`config.mk`:
```
export PLATFORM = sky130hd
export DESIGN_NAME = stream_addr_gen
export DESIGN_NICKNAME = d
export VERILOG_FILES = /design/src/rtl/sag_pkg.sv /design/src/rtl/sag_lane_gen.sv /design/src/rtl/sag_rec_addr.sv /design/src/rtl/stream_addr_gen.sv
export SDC_FILE = /design/constraint.sdc
export NUM_CORES = 1
export LEC_CHECK = 0
export ABC_AREA = 1
export BUFFER_PORTS_ARGS = -buffer_cell sky130_fd_sc_hd__buf_4
export CAP_MARGIN = 20
export CORE_MARGIN = 4
export CORE_UTILIZATION = 39
export DETAILED_ROUTE_END_ITERATION = 6
export PLACE_DENSITY_LB_ADDON = 0.05
export SKIP_LAST_GASP = 1
export SYNTH_ARGS = -nofsm -noshare
export SYNTH_HDL_FRONTEND = slang
export SYNTH_SLANG_ARGS = --single-unit
```
`constraint.sdc`:
```
create_clock -name clk -period 4.8 [get_ports clk]
set_input_delay 0.96 -clock clk [delete_from_list [all_inputs] [get_ports clk]]
set_output_delay 0.96 -clock clk [all_outputs]
set_load 0.03 [all_outputs]
```
`src/rtl/sag_pkg.sv`:
```
`timescale 1ns/1ps
package sag_pkg;
    typedef enum logic {
        MODE_STRIDE = 1'b0,
        MODE_INDEX  = 1'b1
    } sag_mode_e;
endpackage

```
`src/rtl/sag_lane_gen.sv`:
```
`timescale 1ns/1ps
// Expands the current record position into one beat of lane addresses.
module sag_lane_gen #(
    parameter int ADDR_W = 32,
    parameter int LANES  = 4,
    parameter int LEN_W  = 8
) (
    input  logic [ADDR_W-1:0]       rec_start,
    input  logic [LEN_W-1:0]        word_off,
    input  logic [LEN_W-1:0]        rec_len,
    output logic [LANES*ADDR_W-1:0] lane_addr,
    output logic [LANES-1:0]        lane_mask,
    output logic                    last_beat
);
    localparam int SUM_W = LEN_W + 1;

    for (genvar i = 0; i < LANES; i++) begin : g_lane
        logic [SUM_W-1:0] pos;
        assign pos = {1'b0, word_off} + SUM_W'(i);
        assign lane_mask[i] = pos < {1'b0, rec_len};
        assign lane_addr[i*ADDR_W +: ADDR_W] = rec_start + ADDR_W'(pos);
    end

    assign last_beat = ({1'b0, word_off} + SUM_W'(LANES)) >= {1'b0, rec_len};
endmodule

```
`src/rtl/sag_rec_addr.sv`:
```
`timescale 1ns/1ps
// Record start arithmetic: indexed start and next strided start.
module sag_rec_addr #(
    parameter int ADDR_W = 32,
    parameter int LEN_W  = 8,
    parameter int IDX_W  = 16
) (
    input  logic [ADDR_W-1:0] base,
    input  logic [ADDR_W-1:0] stride,
    input  logic [ADDR_W-1:0] cur_start,
    input  logic [IDX_W-1:0]  index,
    input  logic [LEN_W-1:0]  rec_len,
    output logic [ADDR_W-1:0] index_start,
    output logic [ADDR_W-1:0] stride_next
);
    localparam int PROD_W = IDX_W + LEN_W;

    logic [PROD_W-1:0] scaled;
    assign scaled      = PROD_W'(index) * PROD_W'(rec_len);
    assign index_start = base + ADDR_W'(scaled);
    assign stride_next = cur_start + stride;
endmodule

```
`src/rtl/stream_addr_gen.sv`:
```
`timescale 1ns/1ps
module stream_addr_gen
    import sag_pkg::*;
#(
    parameter int ADDR_W = 32,
    parameter int LANES  = 4,
    parameter int LEN_W  = 8,
    parameter int CNT_W  = 16,
    parameter int IDX_W  = 16
) (
    input  logic                    clk,
    input  logic                    rst_n,
    input  logic                    cmd_valid,
    output logic                    cmd_ready,
    input  logic                    cmd_mode,
    input  logic [ADDR_W-1:0]       cmd_base,
    input  logic [ADDR_W-1:0]       cmd_stride,
    input  logic [LEN_W-1:0]        cmd_len,
    input  logic [CNT_W-1:0]        cmd_count,
    input  logic                    idx_valid,
    output logic                    idx_ready,
    input  logic [IDX_W-1:0]        idx_data,
    output logic                    out_valid,
    input  logic                    out_ready,
    output logic [LANES*ADDR_W-1:0] out_addr,
    output logic [LANES-1:0]        out_mask,
    output logic                    done
);
    typedef struct packed {
        logic              busy;
        sag_mode_e         mode;
        logic [ADDR_W-1:0] base;
        logic [ADDR_W-1:0] stride;
        logic [LEN_W-1:0]  len;
        logic [CNT_W-1:0]  left;
        logic [ADDR_W-1:0] start;
        logic              have;
        logic [LEN_W-1:0]  off;
        logic              done;
    } sag_state_t;

    sag_state_t s_q, s_d;

    logic              last_beat;
    logic [ADDR_W-1:0] index_start;
    logic [ADDR_W-1:0] stride_next;

    sag_lane_gen #(.ADDR_W(ADDR_W), .LANES(LANES), .LEN_W(LEN_W)) u_lanes (
        .rec_start (s_q.start),
        .word_off  (s_q.off),
        .rec_len   (s_q.len),
        .lane_addr (out_addr),
        .lane_mask (out_mask),
        .last_beat (last_beat)
    );

    sag_rec_addr #(.ADDR_W(ADDR_W), .LEN_W(LEN_W), .IDX_W(IDX_W)) u_rec (
        .base        (s_q.base),
        .stride      (s_q.stride),
        .cur_start   (s_q.start),
        .index       (idx_data),
        .rec_len     (s_q.len),
        .index_start (index_start),
        .stride_next (stride_next)
    );

    always_comb begin
        s_d       = s_q;
        s_d.done  = 1'b0;
        cmd_ready = !s_q.busy;
        out_valid = s_q.busy && s_q.have;
        idx_ready = s_q.busy && (s_q.mode == MODE_INDEX) && !s_q.have;
        done      = s_q.done;

        if (cmd_valid && cmd_ready) begin
            s_d.mode   = sag_mode_e'(cmd_mode);
            s_d.base   = cmd_base;
            s_d.stride = cmd_stride;
            s_d.len    = cmd_len;
            s_d.left   = cmd_count;
            s_d.start  = cmd_base;
            s_d.off    = '0;
            s_d.have   = (sag_mode_e'(cmd_mode) == MODE_STRIDE);
            if (cmd_count == '0 || cmd_len == '0) begin
                s_d.busy = 1'b0;
                s_d.have = 1'b0;
                s_d.done = 1'b1;
            end else begin
                s_d.busy = 1'b1;
            end
        end

        if (idx_ready && idx_valid) begin
            s_d.start = index_start;
            s_d.have  = 1'b1;
        end

        if (out_valid && out_ready) begin
            if (last_beat) begin
                s_d.off = '0;
                if (s_q.left == CNT_W'(1)) begin
                    s_d.busy = 1'b0;
                    s_d.have = 1'b0;
                    s_d.done = 1'b1;
                end else begin
                    s_d.left = s_q.left - CNT_W'(1);
                    if (s_q.mode == MODE_STRIDE) begin
                        s_d.start = stride_next;
                    end else begin
                        s_d.have = 1'b0;
                    end
                end
            end else begin
                s_d.off = s_q.off + LEN_W'(LANES);
            end
        end
    end

    always_ff @(posedge clk) begin
        if (!rst_n) begin
            s_q <= '0;
        end else begin
            s_q <= s_d;
        end
    end
endmodule

```
==> metrics.yaml <==
outcome:
  status: "completed"
synthesis:
  ys_types: 52
  ys_async_sr_fraction_pct: 0
  ys_seq_area_share_pct: 15.0
  postSynthCellCount: 2776
  synth_ff_type: "dfxtp_1"
  yosys.area.top_type: "nand2_1"
  yosysWarnings: 0
  netlist.area_leader.share_pct: 17.9
  synth_edf_count: 0
  avgSynthCellArea_um2: 6.24
  synthTopCellsByArea: "nand2_1 (18%), dfxtp_1 (15%), fa_1 (12%)"
  synth_seq_cells: 130
  syn-cell-area_mm2: 0.0173
  syn_nets: 3116
sta:
  fin_skew_ns: 0.0109
  tightest_slew_ns: 0.911
  slew_headroom_pct: 38.9
  fin_crit_sh_pct: 96.5
  hold_viol_final: 0
  max_freq_ghz: 0.216
  slew_violations: 0
  setup_viol: 0
  rsz0062_at_grt: "true"
  holdWs_ns: 0.460
  setup_ws_ns: 0.167
  finalCriticalPeriod_ns: 4.63
floorplanning:
  die_w_um: 219
  row_count: 76
  start_util_pct: 39.9
  design.core.area_mm2: 0.0435
  die-area_mm2: 0.0478
  dieHeight_um: 219
  ios: 246
worst_setup_path:
  endpoint_kind: "flip-flop"
  cp_cell_sequence: "buf_4, nand2_1, fa_1, inv_1, fa_1, fa_1, inv_2, fa_1, inv_1, ha_4, buf_4, nand2_1, nand2_1, inv_1, nand2_1, nand2_1, nand3_1, o21ai_1, nor2_1, nor2_1, buf_4, nor2_1"
  cp_max_fo: 8
  critPathSlowestCell: "fa_1"
  crit_start: "idx_data[7]"
  r2r_start: "s_q[61]"
  worstSetupPathType: "in -> reg"
  required_ns: 5.15
  arrival_ns: 4.99
  crit_top_cell: "nand2_1"
  start_kind: "input pin"
  critPathMaxStageDelay_ns: 0.58
clock_network:
  h-tree-depth: 4
  clk_pin_slew_ns: 0.07
  clock_sinks: 130
  cts_buffers: 17
  cts_tree: "built"
  clkLatencyLatePin_ns: 0.46
  clk_path_buf_depth: 2
  cts_root_buf: "clkbuf_16"
route:
  drt_iter0_drc: 1014
  post_drt_wl_per_cell_um: 18.0
  drc: 0
  vias: 17700
  viasPerCell: 4.87
  detail-route-antenna-nets: 0
  drt_wl_total_um: 65200
  dr.pass1.iters: 5
final_layout:
  syn_to_final_growth_pct: 22.0
  final_common_cell: "nand2_1"
  nets: 3373
  final_cell_mix: "nand2_1 (807), inv_1 (525), buf_4 (333), nor2_1 (251), a21oi_1 (156)"
  drive_gt1_share_pct: 16.7
place:
  io_buffers: 245
  pre_cts_ws_ns: -0.634
  routabilityCongestion: 1.02
  dp_hpwl_um: 54700
pwr:
  p_leak_nw: 11.6
  finalPower_mw: 5.66
  p_per_area_mw_per_mm2: 268
  ir_worst_vdd_mv: 0.298
global_routing:
  first_global_vias: 18000
  grt_usage_pct: 27.2
  grt_pass1_wl_um: 100000
  antenna_found_initial: 1
  overflow: 0
  grt_start_max_net_pins: 58
min_path:
  worstHoldStart: "s_q[112]"
  hold_class: "reg -> reg"
run:
  cap_viol_max_count: 0
## per-stage QoR
stage / area (µm²) / TNS, ns / util [%] / cells
after CTS: 20800 / -0.00703 / 47.9 / 3629
after global placement: 20200 / -7.86 / 46.5 / 3598
after global routing: 21100 / -0.0246 / 48.6 / 3631
after floorplan: 17300 / -0.0101 / - / 2776
after detailed placement: 20200 / -8.17 / 46.5 / 3598
final: 21100 / 0 / 48.6 / 3631
## per-layer routing
| metal | vias to the layer above | global-route usage [%] | wire (µm) |
|---|---|---|---|
| li1 | 8926 | - | - |
| met1 | 8182 | 35.7 | 29100 |
| met2 | 457 | 45.5 | 30500 |
| met3 | 120 | 3.23 | 2840 |
| met4 | 0 | 10.9 | 2740 |
| met5 | - | 0 | 0 |
## power by group
group / internal (mW) / switching [mW]
sequential: 1.15 / 0.0975
combinational: 1.21 / 1.78
clock: 0.841 / 0.575
## worst max-delay path: cells and delay by family
kind	cells	cell delay, ns
AO/OA/AOI/OAI	1	0.17
adder cells (fa/ha/maj)	5	2.31
buffers and inverters	7	0.71
AND/OR/NAND/NOR	9	0.79
## worst paths after layout
| kind | end | cells after the start | slack, ns |
|---|---|---|---|
| max | s_q[34] | 22 | 0.17 |
| min reg2reg | s_q[112] | 2 | 0.46 |
| min | s_q[112] | 2 | 0.46 |
| max reg2reg | s_q[31] | 19 | 0.21 |
## cells by family after synthesis
| group | after synthesis | share of synthesized area [%] |
|---|---|---|
| fa+ha+maj | 230 | 21.3 |
| mux | 1 | 0.0650 |
| buf+inv | 646 | 15.0 |
| other cells | 1 | 0.0216 |
| flops | 130 | 15.0 |
| compound gates | 313 | 9.48 |
| simple gates | 1308 | 31.7 |
| xor+xnor | 147 | 7.43 |
## state kept, by name (all words and copies together), names as in the netlist
register / cells
s_q: 129
done: 1
## cell usage after synthesis (all sizes together) (2+ instances only)
library cell	n
xor2	131
and2	5
nor3	32
or2	4
a21oi	162
nand4	20
inv	540
clkbuf	55
xnor2	16
dfxtp	130
o211ai	5
nor4	10
nand3b	4
nand2	835
buf	50
and3	2
nand3	119
fa	108
ha	122
a21o	4
o21ai	127
nor2	277
o21bai	8
## cell type report
class	instances	area, µm²
Fill cell	4691	22300
Multi-Input combinational cell	2000	12500
Timing Repair Buffer	343	2680
Sequential cell	130	2600
Inverter	541	2040
Tap cell	585	732
Clock buffer	19	453
Clock inverter	12	159
Antenna cell	1	2.50
## what timing repair did
| item | 4_1_cts | 5_1_grt |
|---|---|---|
| hold buffers | 0 | 0 |
| endpoints found under the setup margin | 2 | 21 |
| pin swaps | 0 | 31 |
| setup buffers | 0 | 1 |
| gates resized for setup | 6 | 63 |
Note: power is estimated with default switching activity, not from simulation.
